$ cat config.mk
export PLATFORM = sky130hd
export DESIGN_NAME = fbuf_slot_alloc
export DESIGN_NICKNAME = d
export VERILOG_FILES = /design/src/rtl/fbuf_pkg.sv /design/src/rtl/fbuf_rsv_counter.sv /design/src/rtl/fbuf_temp_region.sv /design/src/rtl/fbuf_place_decide.sv /design/src/rtl/fbuf_slot_alloc.sv
export SDC_FILE = /design/constraint.sdc
export NUM_CORES = 1
export LEC_CHECK = 0
export BUFFER_PORTS_ARGS = -buffer_cell sky130_fd_sc_hd__buf_4
export CAP_MARGIN = 20
export CORE_ASPECT_RATIO = 1.2
export CORE_MARGIN = 2
export CORE_UTILIZATION = 50
export CTS_CLUSTER_DIAMETER = 200
export CTS_CLUSTER_SIZE = 25
export DETAILED_ROUTE_END_ITERATION = 12
export HOLD_SLACK_MARGIN = 0.15
export PLACE_DENSITY = 0.71
export SYNTH_ARGS = -nofsm -noshare
export SYNTH_HDL_FRONTEND = slang
export SYNTH_SLANG_ARGS = --single-unit
export TNS_END_PERCENT = 1
$ cat constraint.sdc
create_clock -name clk -period 15.73 [get_ports clk]
set_clock_uncertainty 0.2 [all_clocks]
set_input_delay 0 -clock clk [delete_from_list [all_inputs] [get_ports clk]]
set_output_delay 0 -clock clk [all_outputs]
set_load 0.05 [all_outputs]
$ cat src/rtl/fbuf_pkg.sv
package fbuf_pkg;
    localparam int TAG_W          = 7;
    localparam int IDX_W          = 5;
    localparam int NUM_CLASSES    = 8;
    localparam int FIRST_RSV_CLS  = 2;
    localparam int NUM_RSV_CLS    = NUM_CLASSES - FIRST_RSV_CLS;

    typedef enum logic [1:0] {
        RGN_CLASS  = 2'd0,
        RGN_SHARED = 2'd1,
        RGN_PORT   = 2'd2,
        RGN_NONE   = 2'd3
    } rgn_kind_e;

    typedef struct packed {
        rgn_kind_e         kind;
        logic [IDX_W-1:0]  idx;
    } rgn_tag_t;
endpackage

$ cat src/rtl/fbuf_rsv_counter.sv
module fbuf_rsv_counter #(
    parameter int CNT_W = 10
) (
    input  logic             clk,
    input  logic             rst_n,
    input  logic             dec_i,
    input  logic             inc_i,
    output logic [CNT_W-1:0] level_o,
    output logic             underflow_o
);
    typedef struct packed {
        logic [CNT_W-1:0] cnt;
    } cnt_state_t;

    cnt_state_t st_d, st_q;

    always_comb begin
        st_d        = st_q;
        underflow_o = dec_i && (st_q.cnt == '0);
        level_o     = (dec_i && !underflow_o) ? st_q.cnt - CNT_W'(1) : st_q.cnt;
        st_d.cnt    = inc_i ? level_o + CNT_W'(1) : level_o;
    end

    always_ff @(posedge clk) begin
        if (!rst_n) st_q <= '0;
        else        st_q <= st_d;
    end

    // Counter never wraps to zero on a charge
    assert_no_wrap_R7: assert property (@(posedge clk) disable iff (!rst_n)
        inc_i |=> st_q.cnt != '0);

    // An ignored release leaves an empty counter empty
    assert_underflow_ignored_R8: assert property (@(posedge clk) disable iff (!rst_n)
        (underflow_o && !inc_i) |=> st_q.cnt == '0);
endmodule

$ cat src/rtl/fbuf_temp_region.sv
module fbuf_temp_region #(
    parameter int TEMP_SLOTS = 8
) (
    input  logic clk,
    input  logic rst_n,
    input  logic arr_req_i,
    input  logic cls_req_i,
    output logic arr_ok_o,
    output logic arr_refuse_o,
    output logic cls_held_o
);
    localparam int TMP_W = $clog2(TEMP_SLOTS + 1);
    localparam logic [TMP_W-1:0] CAP = TMP_W'(TEMP_SLOTS);

    typedef struct packed {
        logic [TMP_W-1:0] cnt;
    } tmp_state_t;

    tmp_state_t st_d, st_q;
    logic [TMP_W-1:0] after_free;

    always_comb begin
        st_d         = st_q;
        cls_held_o   = cls_req_i && (st_q.cnt != '0);
        after_free   = cls_held_o ? st_q.cnt - TMP_W'(1) : st_q.cnt;
        arr_ok_o     = arr_req_i && (after_free < CAP);
        arr_refuse_o = arr_req_i && !arr_ok_o;
        st_d.cnt     = arr_ok_o ? after_free + TMP_W'(1) : after_free;
    end

    always_ff @(posedge clk) begin
        if (!rst_n) st_q <= '0;
        else        st_q <= st_d;
    end

    assert_temp_cap_R2: assert property (@(posedge clk) disable iff (!rst_n)
        st_q.cnt <= CAP);

    assert_refuse_when_full_R10: assert property (@(posedge clk) disable iff (!rst_n)
        arr_refuse_o |-> (st_q.cnt == CAP) && !cls_held_o);
endmodule

$ cat src/rtl/fbuf_place_decide.sv
module fbuf_place_decide
    import fbuf_pkg::*;
#(
    parameter int NUM_PORTS = 24,
    parameter int PORT_W    = 5
) (
    input  logic [2:0]             cls_class_i,
    input  logic [PORT_W-1:0]      cls_port_i,
    input  logic [NUM_RSV_CLS-1:0] class_room_i,
    input  logic                   shared_room_i,
    input  logic [NUM_PORTS-1:0]   port_room_i,
    output rgn_tag_t               tag_o
);
    logic class_hit;
    logic port_hit;

    always_comb begin
        class_hit = 1'b0;
        for (int c = 0; c < NUM_RSV_CLS; c++) begin
            if (cls_class_i == 3'(c + FIRST_RSV_CLS)) class_hit = class_room_i[c];
        end
        port_hit = 1'b0;
        for (int p = 0; p < NUM_PORTS; p++) begin
            if (cls_port_i == PORT_W'(p)) port_hit = port_room_i[p];
        end

        tag_o = '{kind: RGN_NONE, idx: '0};
        if (class_hit) begin
            tag_o.kind = RGN_CLASS;
            tag_o.idx  = IDX_W'(cls_class_i);
        end else if (shared_room_i) begin
            tag_o.kind = RGN_SHARED;
        end else if (port_hit) begin
            tag_o.kind = RGN_PORT;
            tag_o.idx  = IDX_W'(cls_port_i);
        end
    end
endmodule

$ cat src/rtl/fbuf_slot_alloc.sv
module fbuf_slot_alloc
    import fbuf_pkg::*;
#(
    parameter int NUM_PORTS  = 24,
    parameter int CNT_W      = 10,
    parameter int TEMP_SLOTS = 8,
    localparam int PORT_W    = $clog2(NUM_PORTS)
) (
    input  logic                       clk,
    input  logic                       rst_n,
    input  logic [NUM_RSV_CLS*CNT_W-1:0] cfg_class_rsv_i,
    input  logic [CNT_W-1:0]           cfg_shared_size_i,
    input  logic [CNT_W-1:0]           cfg_port_rsv_i,
    input  logic                       arr_req_i,
    output logic                       arr_ok_o,
    output logic                       arr_refuse_o,
    input  logic                       cls_req_i,
    input  logic [PORT_W-1:0]          cls_port_i,
    input  logic [2:0]                 cls_class_i,
    output logic                       grant_o,
    output logic [TAG_W-1:0]           grant_tag_o,
    output logic                       drop_o,
    input  logic                       rel_req_i,
    input  logic [TAG_W-1:0]           rel_tag_i,
    output logic                       rel_err_o
);
    typedef struct packed {
        logic     arr_ok;
        logic     arr_refuse;
        logic     grant;
        logic     drop;
        rgn_tag_t tag;
        logic     rel_err;
    } out_state_t;

    out_state_t out_d, out_q;

    rgn_tag_t rel_tag;
    rgn_tag_t place_tag;

    logic [NUM_RSV_CLS-1:0] class_dec, class_inc, class_uf, class_room;
    logic [NUM_PORTS-1:0]   port_dec, port_inc, port_uf, port_room;
    logic                   shared_dec, shared_inc, shared_uf, shared_room;
    logic [CNT_W-1:0]       class_lvl [NUM_RSV_CLS];
    logic [CNT_W-1:0]       port_lvl  [NUM_PORTS];
    logic [CNT_W-1:0]       shared_lvl;
    logic                   rel_bad;
    logic                   arr_ok, arr_refuse, cls_held;

    assign rel_tag = rgn_tag_t'(rel_tag_i);

    // Release decode: exactly one counter or none
    always_comb begin
        for (int c = 0; c < NUM_RSV_CLS; c++) begin
            class_dec[c] = rel_req_i && (rel_tag.kind == RGN_CLASS)
                           && (rel_tag.idx == IDX_W'(c + FIRST_RSV_CLS));
        end
        for (int p = 0; p < NUM_PORTS; p++) begin
            port_dec[p] = rel_req_i && (rel_tag.kind == RGN_PORT)
                          && (rel_tag.idx == IDX_W'(p));
        end
        shared_dec = rel_req_i && (rel_tag.kind == RGN_SHARED) && (rel_tag.idx == '0);
        rel_bad    = rel_req_i && !(|class_dec) && !(|port_dec) && !shared_dec;
    end

    fbuf_temp_region #(.TEMP_SLOTS(TEMP_SLOTS)) temp_i (
        .clk          (clk),
        .rst_n        (rst_n),
        .arr_req_i    (arr_req_i),
        .cls_req_i    (cls_req_i),
        .arr_ok_o     (arr_ok),
        .arr_refuse_o (arr_refuse),
        .cls_held_o   (cls_held)
    );

    for (genvar c = 0; c < NUM_RSV_CLS; c++) begin : g_class
        fbuf_rsv_counter #(.CNT_W(CNT_W)) cnt_i (
            .clk         (clk),
            .rst_n       (rst_n),
            .dec_i       (class_dec[c]),
            .inc_i       (class_inc[c]),
            .level_o     (class_lvl[c]),
            .underflow_o (class_uf[c])
        );
        assign class_room[c] = class_lvl[c] < cfg_class_rsv_i[c*CNT_W +: CNT_W];
    end

    for (genvar p = 0; p < NUM_PORTS; p++) begin : g_port
        fbuf_rsv_counter #(.CNT_W(CNT_W)) cnt_i (
            .clk         (clk),
            .rst_n       (rst_n),
            .dec_i       (port_dec[p]),
            .inc_i       (port_inc[p]),
            .level_o     (port_lvl[p]),
            .underflow_o (port_uf[p])
        );
        assign port_room[p] = port_lvl[p] < cfg_port_rsv_i;
    end

    fbuf_rsv_counter #(.CNT_W(CNT_W)) shared_i (
        .clk         (clk),
        .rst_n       (rst_n),
        .dec_i       (shared_dec),
        .inc_i       (shared_inc),
        .level_o     (shared_lvl),
        .underflow_o (shared_uf)
    );
    assign shared_room = shared_lvl < cfg_shared_size_i;

    fbuf_place_decide #(.NUM_PORTS(NUM_PORTS), .PORT_W(PORT_W)) decide_i (
        .cls_class_i   (cls_class_i),
        .cls_port_i    (cls_port_i),
        .class_room_i  (class_room),
        .shared_room_i (shared_room),
        .port_room_i   (port_room),
        .tag_o         (place_tag)
    );

    // Charge the chosen counter
    always_comb begin
        for (int c = 0; c < NUM_RSV_CLS; c++) begin
            class_inc[c] = cls_held && (place_tag.kind == RGN_CLASS)
                           && (place_tag.idx == IDX_W'(c + FIRST_RSV_CLS));
        end
        for (int p = 0; p < NUM_PORTS; p++) begin
            port_inc[p] = cls_held && (place_tag.kind == RGN_PORT)
                          && (place_tag.idx == IDX_W'(p));
        end
        shared_inc = cls_held && (place_tag.kind == RGN_SHARED);
    end

    always_comb begin
        out_d            = '0;
        out_d.arr_ok     = arr_ok;
        out_d.arr_refuse = arr_refuse;
        out_d.grant      = cls_held && (place_tag.kind != RGN_NONE);
        out_d.drop       = cls_held && (place_tag.kind == RGN_NONE);
        out_d.tag        = out_d.grant ? place_tag : '0;
        out_d.rel_err    = rel_bad || (|class_uf) || (|port_uf) || shared_uf;
    end

    always_ff @(posedge clk) begin
        if (!rst_n) out_q <= '0;
        else        out_q <= out_d;
    end

    assign arr_ok_o     = out_q.arr_ok;
    assign arr_refuse_o = out_q.arr_refuse;
    assign grant_o      = out_q.grant;
    assign grant_tag_o  = out_q.tag;
    assign drop_o       = out_q.drop;
    assign rel_err_o    = out_q.rel_err;

    assert_grant_drop_excl_R12: assert property (@(posedge clk) disable iff (!rst_n)
        !(out_q.grant && out_q.drop));

    assert_result_follows_cls_R12: assert property (@(posedge clk) disable iff (!rst_n)
        (out_q.grant || out_q.drop) |-> $past(cls_req_i));

    assert_class_tag_range_R3: assert property (@(posedge clk) disable iff (!rst_n)
        (out_q.grant && out_q.tag.kind == RGN_CLASS) |->
            (out_q.tag.idx >= IDX_W'(FIRST_RSV_CLS)) && (out_q.tag.idx < IDX_W'(NUM_CLASSES)));

    assert_rel_err_follows_rel_R8: assert property (@(posedge clk) disable iff (!rst_n)
        out_q.rel_err |-> $past(rel_req_i));

    assert_arr_outcome_excl_R2: assert property (@(posedge clk) disable iff (!rst_n)
        !(out_q.arr_ok && out_q.arr_refuse));
endmodule

==> results.sh <==
export IMPL_status="complete, no violations"
export IMPL_syn_num_nets=4347
export IMPL_intPower_mw=1.17
export IMPL_period_needed_ns=7.17
export IMPL_postSynthAreaPerCell_um2=7.72
export IMPL_hold_violations=0
export IMPL_p_leak_nw=14.3
export IMPL_synthCells=3904
export IMPL_finalWirelength_um=96200
export IMPL_grt_pass1_vias=28200
export IMPL_design_die_area_um2=62200
export IMPL_nets=4421
export IMPL_synth_edff_count=0
export IMPL_combinationalPowerShare=0.217
export IMPL_wl_per_cell_um=20.1
export IMPL_place_inst=4729
export IMPL_postCtsHoldBufs=28
export IMPL_initial_core_util=0.506
export IMPL_final_max_slew_violation_count=0
export IMPL_postCtsResizedCells=0
export IMPL_drc_errors=0
export IMPL_hold_class="input port to flip-flop"
export IMPL_clock_path_buffers=3
export IMPL_stdcell_count=4778
export IMPL_switching_share=0.332
export IMPL_die_h_um=273
export IMPL_slew_headroom=0.221
export IMPL_ys_seq_elements=326
export IMPL_path_clk_slew_ns=0.10
export IMPL_ios=112
export IMPL_cp_arrival_ns=7.43
export IMPL_ys_flop_type="dfxtp_1"
export IMPL_die_width_um=228
export IMPL_ant_nets=0
export IMPL_rsz0062_at_grt="no"
export IMPL_synth_commonest_cells="343 x ha_1, 342 x nor2_1, 326 x dfxtp_1, 304 x nand2_1, 285 x inv_1"
export IMPL_post_cts_buffers=0
export IMPL_clkSinkCount=326
export IMPL_num_rows=98
export IMPL_cts_tree="built"
export IMPL_period_share=0.456
export IMPL_synth_most_common_cell="ha_1"
export IMPL_fin_setup_tns_ns=0
export IMPL_p_clk_frac=0.296
export IMPL_drive_above_1_share=0.0644
export IMPL_seqPwrFrac=0.487
export IMPL_drt_iter0_drc=2396
export IMPL_ys_top_cells_by_area="dfxtp_1 22%, ha_1 14%, xnor2_1 6.0%, nor2_1 4.3%, xor2_1 4.2%"
export IMPL_antenna_cells=0
export IMPL_fmax_mhz=139
export IMPL_syn_area_um2=30100
export IMPL_wl_met3_um=6610
export IMPL_grt_max_degree=84
export IMPL_maxCapViolations=0
export IMPL_ys_seq_area_frac=0.217
export IMPL_slowest_stage="nor4_1"
export IMPL_p_switching_mw=0.580
export IMPL_worst_ep_required_time_ns=15.99
export IMPL_h_tree_depth=1
export IMPL_ys_warnings_count=0
export IMPL_via_per_inst=6.26
export IMPL_crit_fanout=18
export IMPL_grt_overflow=0
export IMPL_firstDrtPassIters=6
export IMPL_num_vias=29900
export IMPL_clk_latency_ns=0.55
export IMPL_worst_pin_slew_ns=1.16
export IMPL_syn_to_final_growth_pct=8.02
export IMPL_hpwlAfterDp_um=69300
export IMPL_cpPeakStageDelay_ns=0.71
export IMPL_numPortBuffers=111
export IMPL_async_reset_ff_frac=0
export IMPL_yosysUniqueCellTypes=94
export IMPL_power_density_nw_per_um2=53.7
export IMPL_cts_buffers_inserted=17
export IMPL_end_kind="flip-flop"
export IMPL_crit_type="flip-flop to flip-flop"
export IMPL_gp_congestion=0.921
export IMPL_gr_usage_all_layers=0.298
export IMPL_final_area_um2=32500
export IMPL_start_kind="flip-flop"
export IMPL_clockRootBuffer="clkbuf_16"
export IMPL_path_cells="inv_1 > ha_1 > nor3b_1 > and3_1 > or3_1 > nor4_1 > nand2_1 > xnor2_1 > ha_1 > a21oi_1 > o21ai_0 > a2111oi_0 > nor4b_1 > o31ai_1 > a311o_1 > o2bb2ai_4 > buf_4 > o21ai_0 > buf_4 > a2bb2oi_1 > dlygate4sd3_1 > nor2_1"
export IMPL_dpl_instance_area_um2=31800
export IMPL_antenna_found_initial=0
export IMPL_synth_largest_area_cell="dfxtp_1"
export IMPL_netlist_area_leader_share=0.217
export IMPL_core_um2=59600
export IMPL_peakVddDrop_v=0.0000515
export IMPL_finalSetupViolCount=0
export IMPL_grt_pass1_wl_um=151000
export IMPL_drt_met1_wl_um=39000
export IMPL_highest_layer="met4"
export IMPL_route_met2_wl_um=45000
power groups by stage:
| stage | Sequential, mW | Combinational (mW) | Clock [mW] |
|---|---|---|---|
| 2_1_floorplan | 0.878 | 0.225 | 0 |
| 3_3_place_gp | 0.870 | 0.360 | 0 |
| 3_5_place_dp | 0.870 | 0.366 | 0 |
| 4_1_cts | 0.851 | 0.373 | 0.526 |
| 5_1_grt | 0.853 | 0.412 | 0.551 |
| 6_report | 0.852 | 0.379 | 0.518 |
critical path: cells and delay by family, from the launching register on:
kind | cells | cell delay, ns
AND/OR/NAND/NOR | 7 | 2.27
AO/OA/AOI/OAI | 8 | 2.04
buffers and inverters | 4 | 1.34
adder cells (fa/ha/maj) | 2 | 0.53
flip-flops | 1 | 0.39
XOR/XNOR | 1 | 0.30
area by class of cell:
cell class / count / area (um2)
clock inverter: 1 / 30.0
sequential: 326 / 6530
clock buffer: 18 / 429
tap: 800 / 1000
timing repair buffer: 178 / 1410
fill: 5790 / 27000
inverter: 287 / 1080
multi-input combinational: 3168 / 22100
sequential cells by signal, summed over array words and instances (netlist names):
signal / count
temp_i.st_q: 4
g_port.cnt_i.st_q: 240
arr_ok_o: 1
g_class.cnt_i.st_q: 60
grant_o: 1
drop_o: 1
grant_tag_o: 7
rel_err_o: 1
arr_refuse_o: 1
shared_i.st_q: 10
placed cells by master, fill, tap and decap left out, types with 41 or more instances in the layout:
| master | n |
|---|---|
| nor2_1 | 342 |
| o31ai_1 | 49 |
| nand4_1 | 114 |
| or4_1 | 91 |
| nand2_1 | 304 |
| and3_1 | 45 |
| xnor2_1 | 206 |
| o21ai_0 | 114 |
| nand3_1 | 138 |
| ha_1 | 343 |
| a21o_1 | 48 |
| xor2_1 | 144 |
| a21oi_1 | 175 |
| dfxtp_1 | 326 |
| or3_1 | 68 |
| inv_1 | 284 |
| nor3b_1 | 52 |
| nor4_1 | 103 |
| nor3_1 | 215 |
| mux2i_1 | 41 |
| o211ai_1 | 41 |
| buf_4 | 149 |
metrics by stage:
stage               power (mW)  hold slack [ns]  setup WS, ns  utilization
floorplan                 1.10          -0.0862         10.31            -
global placement          1.23           0.0688          8.89        0.533
detailed placement        1.24           0.0747          8.76        0.533
CTS                       1.75            0.161          8.62        0.546
global route              1.82            0.210          8.16        0.546
finish                    1.75            0.161          8.56        0.546
per-layer routing:
layer | vias to the layer above | global-route usage
li1 | 14500 | -
met1 | 14000 | 0.364
met2 | 1153 | 0.523
met3 | 297 | 0.0281
met4 | 0 | 0.154
met5 | - | 0
kinds of logic after synthesis:
| group | count (synthesis) | share of synthesized area |
|---|---|---|
| DFF | 326 | 0.217 |
| xor gates and xnor gates | 350 | 0.102 |
| and+or+nand+nor | 1755 | 0.319 |
| adders and majority gates | 343 | 0.142 |
| AOI/OAI and AO/OA | 676 | 0.153 |
| buffers and inverters | 410 | 0.0527 |
| muxes | 44 | 0.0147 |
path summary, 6_finish.rpt:
kind                             from  depth (start not counted)  slack [ns]                  endpoint
max          g_port[23].cnt_i.st_q[0]                         22        8.56            grant_tag_o[2]
min               cfg_class_rsv_i[36]                          7        0.16  g_class[3].cnt_i.st_q[4]
max reg2reg  g_port[23].cnt_i.st_q[0]                         22        8.56            grant_tag_o[2]
min reg2reg   g_port[6].cnt_i.st_q[7]                          3        0.43   g_port[6].cnt_i.st_q[7]
(Power assumes the default switching activity.)
